### config.mk
export PLATFORM = sky130hd
export DESIGN_NAME = pfr_lookup
export DESIGN_NICKNAME = d
export VERILOG_FILES = /design/src/rtl/pfr_pkg.sv /design/src/rtl/pfr_regfile.sv /design/src/rtl/pfr_match.sv /design/src/rtl/pfr_prio.sv /design/src/rtl/pfr_lookup.sv
export SDC_FILE = /design/constraint.sdc
export NUM_CORES = 1
export LEC_CHECK = 0
export BUFFER_PORTS_ARGS = -buffer_cell sky130_fd_sc_hd__buf_4
export CORE_AREA = 2 2 164 206
export CTS_BUF_LIST = sky130_fd_sc_hd__clkbuf_4 sky130_fd_sc_hd__clkbuf_8
export CTS_CLUSTER_SIZE = 10
export DETAILED_ROUTE_END_ITERATION = 8
export DIE_AREA = 0 0 166 208
export HOLD_SLACK_MARGIN = 0.12
export MAX_ROUTING_LAYER = met4
export PLACE_DENSITY = 0.89
export REMOVE_ABC_BUFFERS = 1
export SYNTH_ARGS = -nofsm -noshare
export SYNTH_HDL_FRONTEND = slang
export SYNTH_SLANG_ARGS = --single-unit
### constraint.sdc
create_clock -name clk -period 3.3 [get_ports clk]
set_input_delay 0.33 -clock clk [delete_from_list [all_inputs] [get_ports clk]]
set_output_delay 0.33 -clock clk [all_outputs]
set_load 0.02 [all_outputs]
### src/rtl/pfr_pkg.sv
package pfr_pkg;
    typedef struct packed {
        logic valid;
        logic hit;
        logic fault;
        logic multi;
    } rsp_flags_t;
endpackage

### src/rtl/pfr_regfile.sv
module pfr_regfile #(
    parameter int NUM_FRAMES = 32,
    parameter int VPN_W      = 11,
    localparam int FIDX_W    = $clog2(NUM_FRAMES)
) (
    input  logic                             clk,
    input  logic                             rst_n,
    input  logic                             ld_en,
    input  logic [FIDX_W-1:0]                ld_frame,
    input  logic [VPN_W-1:0]                 ld_vpn,
    input  logic                             ld_valid,
    output logic [NUM_FRAMES-1:0][VPN_W-1:0] frame_vpn,
    output logic [NUM_FRAMES-1:0]            frame_vld
);
    logic [NUM_FRAMES-1:0][VPN_W-1:0] vpn_d, vpn_q;
    logic [NUM_FRAMES-1:0]            vld_d, vld_q;

    always_comb begin
        vpn_d = vpn_q;
        vld_d = vld_q;
        if (ld_en) begin
            vpn_d[ld_frame] = ld_vpn;
            vld_d[ld_frame] = ld_valid;
        end
    end

    always_ff @(posedge clk) begin
        if (!rst_n) begin
            vpn_q <= '0;
            vld_q <= '0;
        end else begin
            vpn_q <= vpn_d;
            vld_q <= vld_d;
        end
    end

    assign frame_vpn = vpn_q;
    assign frame_vld = vld_q;
endmodule

### src/rtl/pfr_match.sv
module pfr_match #(
    parameter int NUM_FRAMES = 32,
    parameter int VPN_W      = 11
) (
    input  logic [VPN_W-1:0]                 probe_vpn,
    input  logic [NUM_FRAMES-1:0][VPN_W-1:0] frame_vpn,
    input  logic [NUM_FRAMES-1:0]            frame_vld,
    output logic [NUM_FRAMES-1:0]            match_vec
);
    for (genvar g = 0; g < NUM_FRAMES; g++) begin : g_cmp
        assign match_vec[g] = frame_vld[g] && (frame_vpn[g] == probe_vpn);
    end
endmodule

### src/rtl/pfr_prio.sv
module pfr_prio #(
    parameter int NUM_FRAMES = 32,
    localparam int FIDX_W    = $clog2(NUM_FRAMES)
) (
    input  logic [NUM_FRAMES-1:0] match_vec,
    output logic                  any_hit,
    output logic                  many_hit,
    output logic [FIDX_W-1:0]     win_idx
);
    always_comb begin
        win_idx = '0;
        for (int i = NUM_FRAMES - 1; i >= 0; i--) begin
            if (match_vec[i]) win_idx = FIDX_W'(i);
        end
    end

    assign any_hit  = |match_vec;
    assign many_hit = |(match_vec & (match_vec - NUM_FRAMES'(1)));
endmodule

### src/rtl/pfr_lookup.sv
module pfr_lookup #(
    parameter int NUM_FRAMES = 32,
    parameter int VPN_W      = 11,
    parameter int OFS_W      = 9,
    localparam int FIDX_W    = $clog2(NUM_FRAMES),
    localparam int EA_W      = VPN_W + OFS_W,
    localparam int PA_W      = FIDX_W + OFS_W
) (
    input  logic              clk,
    input  logic              rst_n,
    input  logic              req_valid,
    input  logic [EA_W-1:0]   req_addr,
    input  logic              ld_en,
    input  logic [FIDX_W-1:0] ld_frame,
    input  logic [VPN_W-1:0]  ld_vpn,
    input  logic              ld_valid,
    output logic              rsp_valid,
    output logic              rsp_hit,
    output logic              rsp_fault,
    output logic              rsp_multi,
    output logic [PA_W-1:0]   rsp_paddr
);
    import pfr_pkg::*;

    typedef struct packed {
        rsp_flags_t      flags;
        logic [PA_W-1:0] paddr;
    } rsp_state_t;

    logic [NUM_FRAMES-1:0][VPN_W-1:0] frame_vpn;
    logic [NUM_FRAMES-1:0]            frame_vld;
    logic [NUM_FRAMES-1:0]            match_vec;
    logic                             any_hit, many_hit;
    logic [FIDX_W-1:0]                win_idx;
    rsp_state_t                       s_d, s_q;

    pfr_regfile #(.NUM_FRAMES(NUM_FRAMES), .VPN_W(VPN_W)) u_regs (
        .clk(clk), .rst_n(rst_n),
        .ld_en(ld_en), .ld_frame(ld_frame), .ld_vpn(ld_vpn), .ld_valid(ld_valid),
        .frame_vpn(frame_vpn), .frame_vld(frame_vld)
    );

    pfr_match #(.NUM_FRAMES(NUM_FRAMES), .VPN_W(VPN_W)) u_match (
        .probe_vpn(req_addr[EA_W-1:OFS_W]),
        .frame_vpn(frame_vpn), .frame_vld(frame_vld),
        .match_vec(match_vec)
    );

    pfr_prio #(.NUM_FRAMES(NUM_FRAMES)) u_prio (
        .match_vec(match_vec), .any_hit(any_hit),
        .many_hit(many_hit), .win_idx(win_idx)
    );

    always_comb begin
        s_d = '0;
        if (req_valid) begin
            s_d.flags.valid = 1'b1;
            s_d.flags.hit   = any_hit;
            s_d.flags.fault = !any_hit;
            s_d.flags.multi = many_hit;
            if (any_hit) s_d.paddr = {win_idx, req_addr[OFS_W-1:0]};
        end
    end

    always_ff @(posedge clk) begin
        if (!rst_n) s_q <= '0;
        else        s_q <= s_d;
    end

    assign rsp_valid = s_q.flags.valid;
    assign rsp_hit   = s_q.flags.hit;
    assign rsp_fault = s_q.flags.fault;
    assign rsp_multi = s_q.flags.multi;
    assign rsp_paddr = s_q.paddr;
endmodule

==> metrics.md, run 1 <==
| Metric | Value |
|---|---|
| Outcome | finished clean |
| Ys async rst share | 0% |
| Post-Place Cells | between 2,000 and 3,000 |
| VDD IR-drop max | about 0.42 mV |
| Nets@finish | 2,458 |
| Most used routing layer | met2 |
| Ports | 59 |
| Combinational share of power | 9.7% |
| Row cnt | 74 |
| Static leakage | 6.675 nW |
| Vias in the first global route | 18,330 |
| Fin crit share | 80.66% |
| Syn Inst Count | between 2,000 and 2,500 |
| Num Clock Sinks | 402 |
| Hold Path Class | in2reg |
| Sequential share of the synthesized area | 38.49% |
| Die Y | 208 um |
| Initial Util | approximately 64% |
| CP Launch Type | flop |
| Setup_tns | 0 ns |
| Antenna Nets Post-Route | 0 |
| Worst-Skew Late Latency | 0.65 ns |
| Final Util | a little over two thirds |
| Reg clk slew, reported paths | approximately 0.070 ns |
| GR Util All Layers | a little over a third |
| Final Hold Viols | 0 |
| Clk_skew | approximately 0.023 ns |
| DIE WIDTH | 166 um |
| Synthesized flop and latch total | approximately 400 |
| RSZ-0062 raised after global routing | false |
| Met3 Use GR | 6.772% |
| Max-slew headroom | a little over a third |
| CTS resizes | 0 |
| Slew @ Worst Pin | roughly 0.95 ns |
| Core ar. | roughly 32,000 um2 |
| Met1 Use GR | 40.49% |
| Fin cells | 2,878 |
| WL final | roughly 63,000 um |
| Avg Cell Area, Syn | 8.604 um2 |
| Critical Path AT | 3.16 ns |
| Final HPWL DP | 38,540 um |
| Largest net degree at the start of global routing | 178 |
| CTS tree | done |
| Flop pwr share | roughly half |
| Critical path type | reg2reg |
| M2 GR Usage | approximately three fifths |
| Crit path time final | 2.662 ns |
| H-tree levels | 2 |
| Routed vias/inst | 6.282 |
| Vias | 18,080 |
| Fmax | 375.7 MHz |
| Clock Path Buffers | 3 |
| Clock power frac | 42.0% |
| Gp weighted congestion | 0.9640 |
| Layout cell share with drive strength beyond 1 | 10.61% |
| DRC viols | 0 |
| Critical Path Fanout Max | 12 |
| Pint | 7.574 mW |
| Max_cap viols | 0 |
| Mapped Area | 20,910 um2 |
| Synth Warn # | 0 |
| Most frequent cells in the layout | nand2_1, dfxtp_1, xnor2_1 |
| Post-CTS Setup Repair Bufs | 0 |
| Clk root buf | clkbuf_8 |
| Number of buffer cells added on primary ports | 58 |
| Hold_buf cts | 10 |
| Initial antenna violation count | 0 |
| Most common cell after layout, fill and taps aside | nand2_1 |
| Global-route wire length before repair | between 90,000 and 100,000 um |
| Yosys cell types | a little under 60 |
| Final slew viol count | 0 |
| Switching part of the total | 25.53% |
| Area growth syn-to-layout | 7.959% |
| Finish-stage setup viols | 0 |
| Post-synth EDFFs | 0 |
| Net Sw Power | 2.596 mW |
| WP data required | 3.80 ns |
| Total grt overflow | 0 |
| Prevailing post-synth register cell | dfxtp_1 |
| Worst Setup End Kind | flop |
| Initial DRT Pass Iterations | 6 |
| Die area | 34,530 um2 |
| Routed length per instance | 21.78 um |
| Initial DRC count | 1,852 |
| Num CTS Buffers | 58 |
| Cell Pwr Density | 450.6 nW/um2 |
-- stage by stage --
step / worst slack, ns / instance area, um2 / power [mW] / hold WS (ns)
final: 0.6381 / 22570 / 10.17 / 0.2130
after global routing: 0.4287 / 22570 / 10.41 / 0.2184
after CTS: 0.6641 / 22570 / 10.13 / 0.1808
after detailed placement: 0.2177 / 21230 / 5.952 / 0.4621
after global placement: 0.3511 / 21230 / 5.933 / 0.4513
after floorplan: -0.3725 / 19690 / 5.445 / 0.4438
-- path summary, 6_finish.rpt --
path	startpoint	endpoint	slack, ns	cells past startpoint
min reg2reg	u_regs.frame_vld[3]	u_regs.frame_vld[3]	0.47	2
max reg2reg	u_regs.frame_vpn[52]	rsp_multi	0.64	10
max	u_regs.frame_vpn[52]	rsp_multi	0.64	10
min	rst_n	u_regs.frame_vpn[33]	0.21	2
-- cell type report --
class / instances / area, um2
Antenna cell: 1 / 2.502
Clock buffer: 92 / 1141
Clock inverter: 10 / 102.6
Fill cell: 2387 / 9926
Inverter: 6 / 22.52
Multi-Input combinational cell: 1824 / 11640
Sequential cell: 402 / 8048
Tap cell: 418 / 523.0
Timing Repair Buffer: 125 / 1095
-- flip-flops by register name, summed over array words and instances, names as in the netlist --
name              cells
rsp_valid             1
rsp_hit               1
rsp_fault             1
u_regs.frame_vld     32
rsp_paddr            14
rsp_multi             1
u_regs.frame_vpn    352
-- cells in the mapped netlist, types with 2 or more instances --
cell	number	area share, %
nand3_2	2	0.096
and2_1	12	0.36
nor4_4	3	0.31
nand3b_1	3	0.11
mux2i_1	96	4.6
o32a_1	3	0.14
a211o_1	2	0.084
or2_2	5	0.15
buf_8	9	0.65
o32ai_1	4	0.17
a22oi_1	2	0.072
buf_6	9	0.48
a21boi_0	290	10
or3_2	2	0.072
or3_1	7	0.21
nor3_2	10	0.48
xnor2_1	344	14
o31a_1	2	0.084
nand2_1	541	9.7
nor2_1	45	0.81
buf_2	2	0.048
nor2_2	5	0.15
nand3_1	77	1.8
xnor2_2	8	0.62
a31oi_1	2	0.060
inv_1	6	0.11
o31ai_1	2	0.072
o21ai_0	9	0.22
clkbuf_1	139	2.5
a21oi_1	10	0.24
o2111ai_1	2	0.084
buf_1	10	0.18
dfxtp_1	402	38
nand4_1	168	5.0
nor4_1	6	0.18
buf_4	13	0.47
nor2b_1	96	2.9
nor3_1	44	1.1
and3_1	3	0.090
nor3b_1	3	0.11
buf_12	15	1.4
-- critical path, stage by stage (launching register included) --
cell     delay, ns
dfxtp_1       0.34
xnor2_1       0.14
nand4_1       0.12
nor3_1        0.08
buf_4         0.16
nor4_4        0.31
nand3_2       0.27
or3_1         0.48
o32a_1        0.34
o32ai_1       0.13
a41oi_1       0.14
-- metal layers --
metal,vias up,part of all wire [%]
li1,8135,-
met4,0,7.9
met1,8564,37
met2,1003,46
met5,-,0
met3,379,9.5
-- power groups by stage --
| stage | logic, mW | clock network (mW) | registers [mW] |
|---|---|---|---|
| after detailed placement | 0.931 | 0 | 5.02 |
| after CTS | 0.949 | 4.27 | 4.91 |
| after floorplan | 0.428 | 0 | 5.02 |
| after global placement | 0.914 | 0 | 5.02 |
| final | 0.982 | 4.28 | 4.91 |
| after global routing | 1.01 | 4.48 | 4.91 |
-- logic make-up after synthesis --
kind of cell,after synthesis,share of synthesized area (%)
buf+inv,204,5.930
simple gates,1036,23.82
fa+ha+maj,2,0.1017
mux,96,4.596
xor+xnor,352,15.03
compound gates,338,12.03
flops,402,38.49
Note: power is estimated with default switching activity, not from simulation.
==> run 2, diff against run 1 <==
ABC_AREA = 1   (was default)
CORE_AREA = 2 2 172 217   (was 2 2 164 206)
DIE_AREA = 0 0 174 219   (was 0 0 166 208)
clock period = 2.5 ns   (was 3.3 ns; I/O delays follow)
==> run 2 against run 1 <==
Against the previous run:
- synthesized area grew 11%
- the flow now stops in global routing (5_1_grt)
- synthesized cell count up 49%
==> metrics.md, run 2 <==
| Metric | Value |
|---|---|
| DIE WIDTH | 174 um (+4.8%) |
| Synthesized flop and latch total | 402 (unchanged) |
| Prevailing post-synth register cell | dfxtp_1 |
| Number of buffer cells added on primary ports | 58 (unchanged) |
| Total grt overflow | 5 |
| Post-synth EDFFs | 0 (unchanged) |
| H-tree levels | 3 (+1) |
| Err | [ERROR GRT-0232] Routing congestion too high. Check the congestion heatmap in the GUI. |
| Sequential share of the synthesized area | 34.74% (-3.8 points) |
| Synth Warn # | 0 (unchanged) |
| Largest net degree at the start of global routing | between 150 and 200 |
| Clk root buf | clkbuf_8 |
| Worst endpoint type | register input |
| Outcome | stopped before the end |
| Most frequent cell after synthesis | nor2_1 |
| Synth top area share | 34.74% (-3.8 points) |
| Num Clock Sinks | 402 (unchanged) |
| GR Util All Layers | 78.40% |
| Worst EP post-GRT repair | rsp_paddr[9]$_SDFF_PP0_/D |
| Syn Inst Count | 3,614 (+49%) |
| Ys async rst share | 0% (unchanged) |
| Clock Path Buffers | 3 (unchanged) |
| Top post-synthesis cells by count | nor2_1, nand2_1, inv_1 |
| Gp weighted congestion | 1.126 (+17%) |
| Row cnt | 78 (+5.4%) |
| Stage reached | global routing (5_1_grt) |
| Yosys cell types | 58 (unchanged) |
| Synth top area cells | dfxtp_1, nor2_1, o21ai_0 |
| Die Y | 219 um (+5.3%) |
| Leading area contributor after synthesis | dfxtp_1 |
| Mapped Area | 23,170 um2 (+11%) |
| Initial Util | 64.51% (+0.17 points) |
| Avg Cell Area, Syn | 6.411 um2 (-25%) |
| Final HPWL DP | 61,610 um (+60%) |
| Ports | 59 (unchanged) |
| Num CTS Buffers | 67 (+16%) |
-- run 2: what timing repair did --
| action | 4_1_cts |
|---|---|
| buffers inserted | 8 |
| setup endpoints to repair | 4 |
| gates resized for setup | 40 |
| endpoints found under the hold margin | 49 |
| pin swaps | 17 |
| hold buffers | 11 |
-- run 2: routing by layer --
layer / track usage [%] / GRT overflow
met2: 91.71 / 4
met1: 76.78 / 0
met3: 67.26 / 1
met5: - / -
met4: 72.52 / 0
-- run 2: cell families after synthesis --
logic type	Yosys count	synth area share, %
compound gates	754	17.28
flops	402	34.74
simple gates	1677	32.01
buf+inv	707	13.05
xor+xnor	74	2.927
-- run 2: through the flow --
step | setup WS [ns] | std cells | area (um2)
2_1_floorplan | -0.06327 | 3413 | 22040
3_3_place_gp | -0.5466 | 4565 | 27980
3_5_place_dp | -0.7485 | 4565 | 27980
4_1_cts | -0.3750 | 4697 | 29720
==> run 3, diff against run 2 <==
CORE_AREA = 2 2 244 246   (was 2 2 172 217)
CTS_BUF_LIST = default   (was sky130_fd_sc_hd__clkbuf_4 sky130_fd_sc_hd__clkbuf_8)
CTS_CLUSTER_SIZE = default   (was 10)
DIE_AREA = 0 0 246 248   (was 0 0 174 219)
HOLD_SLACK_MARGIN = default   (was 0.12)
MAX_ROUTING_LAYER = default   (was met4)
PLACE_DENSITY = default   (was 0.89)
PLACE_DENSITY_LB_ADDON = 0.15   (was default)
==> run 3 against run 2 <==
Against the previous run:
- the flow now finishes, with violations (setup timing)
- synthesized area did not move
- synthesized cell count did not move
==> metrics.md, run 3 <==
| Metric | Value |
|---|---|
| GR Util All Layers | ~31% |
| Most frequent cell after synthesis | nor2_1 |
| Final HPWL DP | 65,900 um (+7.0%) |
| Finish-stage setup viols | 3 |
| Cell Pwr Density | around 530 nW/um2 |
| Fin cells | 5,120 |
| Fin crit share | 118.3% |
| Antenna Nets Post-Route | 0 |
| Final worst setup slack | -0.4576 ns |
| Avg Cell Area, Syn | 6.411 um2 (unchanged) |
| Total grt overflow | 0 |
| Largest net degree at the start of global routing | 122 |
| Critical path type | reg2reg |
| DRC viols | 0 |
| Worst-Skew Late Latency | 0.62 ns |
| Post-synth EDFFs | 0 (unchanged) |
| Failing checks | setup timing |
| Prevailing post-synth register cell | dfxtp_1 |
| Synth top area share | 34.74% (unchanged) |
| Final slew viol count | 0 |
| WP data required | 3.05 ns |
| Slew @ Worst Pin | 1.006 ns |
| Area growth syn-to-layout | 38.22% |
| Layout fillers | 5,792 |
| Clk root buf | clkbuf_16 |
| H-tree levels | 2 (-1) |
| Critical Path AT | 3.50 ns |
| Max-slew headroom | between 30 and 40% |
| RSZ-0062 raised after global routing | true |
| Worst Setup End Kind | flop |
| Leading area contributor after synthesis | dfxtp_1 |
| Num Clock Sinks | 402 (unchanged) |
| DIE WIDTH | 246 um (+41%) |
| Vias in the first global route | 24,480 |
| Synthesized flop and latch total | 402 (unchanged) |
| Compound-Gate Fraction of Synth Area | 17.28% (unchanged) |
| Post-Synth Adder-Cell Area | 0% (unchanged) |
| Static leakage | 14.35 nW |
| Number of buffer cells added on primary ports | 58 (unchanged) |
| Reg clk slew, reported paths | approximately 0.060 ns |
| Clock Path Buffers | 3 (unchanged) |
| Num CTS Buffers | 50 (-25%) |
| Largest family of logic cells by synthesized area | simple AND/OR/NAND/NOR gates |
| Row cnt | 89 (+14%) |
| Initial DRC count | 2,413 |
| Max FFs per register | 352 |
| Routed length per instance | 18.87 um |
| Post-synthesis mux area share | 0% (unchanged) |
| CTS tree | done |
| Syn Inst Count | 3,614 (unchanged) |
| Gp weighted congestion | 0.9728 (-14%) |
| VDD IR-drop max | 0.7446 mV |
| Initial antenna violation count | 4 |
| WL final | 96,610 um |
| Top post-synthesis cells by count | nor2_1, nand2_1, inv_1 |
| CP Launch Type | flop |
| Most frequent cells in the layout | buf_4, nor2_1, inv_1 |
| Layout cell share with drive strength beyond 1 | approximately a quarter |
| Ports | 59 (unchanged) |
| CP max-delay cell | dfxtp_2 |
| Xor-xnor portion of the synthesized cell area | 2.927% (unchanged) |
| Initial Util | 39.63% (-25 points) |
| Footprint of the multi-input gates | 12,410 um2 |
| Largest stage delay, worst path | 0.33 ns |
| Die Y | 248 um (+13%) |
| Ys async rst share | 0% (unchanged) |
| Post-synthesis simple-gate area fraction | 32.01% (unchanged) |
| Sequential share of the synthesized area | 34.74% (unchanged) |
| Vias | 26,520 |
| Min Hold Slack | approximately 0.031 ns |
| Most common cell after layout, fill and taps aside | buf_4 |
| Final Hold Viols | 0 |
| Post-Place Cells | 5,011 (+9.8%) |
| Max_cap viols | 0 |
| Nets@finish | approximately 4,300 |
| Die area | between 60,000 and 70,000 um2 |
| Hold Path Class | in2reg |
| Routed vias/inst | 5.179 |
| Fmax | 338.1 MHz |
| Flop-to-flop setup slack | -0.46 ns |
| Core ar. | 58,460 um2 |
| Synth Warn # | 0 (unchanged) |
| Total area of sequential cells | around 8100 um2 |
| Initial DRT Pass Iterations | 6 |
| Critical Path Fanout Max | 2 |
| Outcome | finished with violations |
| Clk_skew | between 0.015 and 0.02 ns |
| Crit path time final | 2.958 ns |
| Mapped Area | 23,170 um2 (unchanged) |
| Crit-path most repeated cell | nand2_1 |
| Synth top area cells | dfxtp_1, nor2_1, o21ai_0 |
| Yosys cell types | 58 (unchanged) |
| Global-route wire length before repair | around 150,000 um |
-- run 3: cell counts after synthesis --
Identical to the previous run, type by type.
-- run 3: logic make-up (layout without fill, tap and decap cells) --
kind of cell,count (synthesis),after routing
AOI/OAI and AO/OA,754,754
DFF,402,402
xor gates and xnor gates,74,74
buffers and inverters,707,1438
other,0,2
and+or+nand+nor,1677,1677
-- run 3: path summary, 6_finish.rpt --
| kind | startpoint | end | cells past startpoint |
|---|---|---|---|
| min reg2reg | u_regs.frame_vpn[12] | u_regs.frame_vpn[12] | 2 |
| max | u_regs.frame_vpn[348] | rsp_paddr[9] | 37 |
| max reg2reg | u_regs.frame_vpn[348] | rsp_paddr[9] | 37 |
| min | rst_n | u_regs.frame_vpn[325] | 3 |
-- run 3: metrics by stage --
| stage | TNS (ns) | setup WS, ns | cell area (um2) | util [%] | power [mW] |
|---|---|---|---|---|---|
| 2_1_floorplan | -0.1270 | -0.06327 | 22040 | - | 7.472 |
| 3_3_place_gp | -8.724 | -0.7054 | 29750 | 50.89 | 8.941 |
| 3_5_place_dp | -8.731 | -0.7381 | 29750 | 50.89 | 8.942 |
| 5_1_grt | -1.453 | -0.7274 | 32020 | 54.77 | 17.33 |
| 6_report | -0.6385 | -0.4576 | 32020 | 54.78 | 16.82 |
| 4_1_cts | -0.5196 | -0.3666 | 31770 | 54.34 | 16.87 |
-- run 3: final cells by class --
cell class,instances,share of cell area (%)
diodes,2,0.01563
clock buffers,70,4.614
clock inverters,22,0.9846
inverters,506,5.939
multi-input cells,2505,38.75
flip-flops and latches,402,25.19
well taps,773,3.020
repair buffers,840,21.49
-- run 3: critical path: cells and delay by family, from the launching register on --
kind / cells / cell delay (ns)
buf+inv: 1 / 0.05
flops: 1 / 0.33
compound gates: 1 / 0.12
simple gates: 35 / 2.38
-- run 3: repair_timing --
action | 4_1_cts | 5_1_grt
gates resized for setup | 37 | 64
buffers inserted | 3 | 4
hold endpoints to repair | 9 | 0
hold buffers | 9 | 0
endpoints found under the setup margin | 14 | 16
pin swaps | 18 | 30
-- run 3: metal layers --
metal  global-route usage, %  part of all wire (%)
met1                   42.61                    45
met2                   50.09                    44
met3                   3.785                   7.0
met4                   12.71                   3.9
met5                       0                 0.013
-- run 3: power breakdown --
group	internal [mW]	leakage, nW	switching [mW]
Clock	4.84	0.881	3.10
Sequential	6.49	3.25	0.0514
Combinational	0.941	10.2	1.41
Total	12.3	14.4	4.55
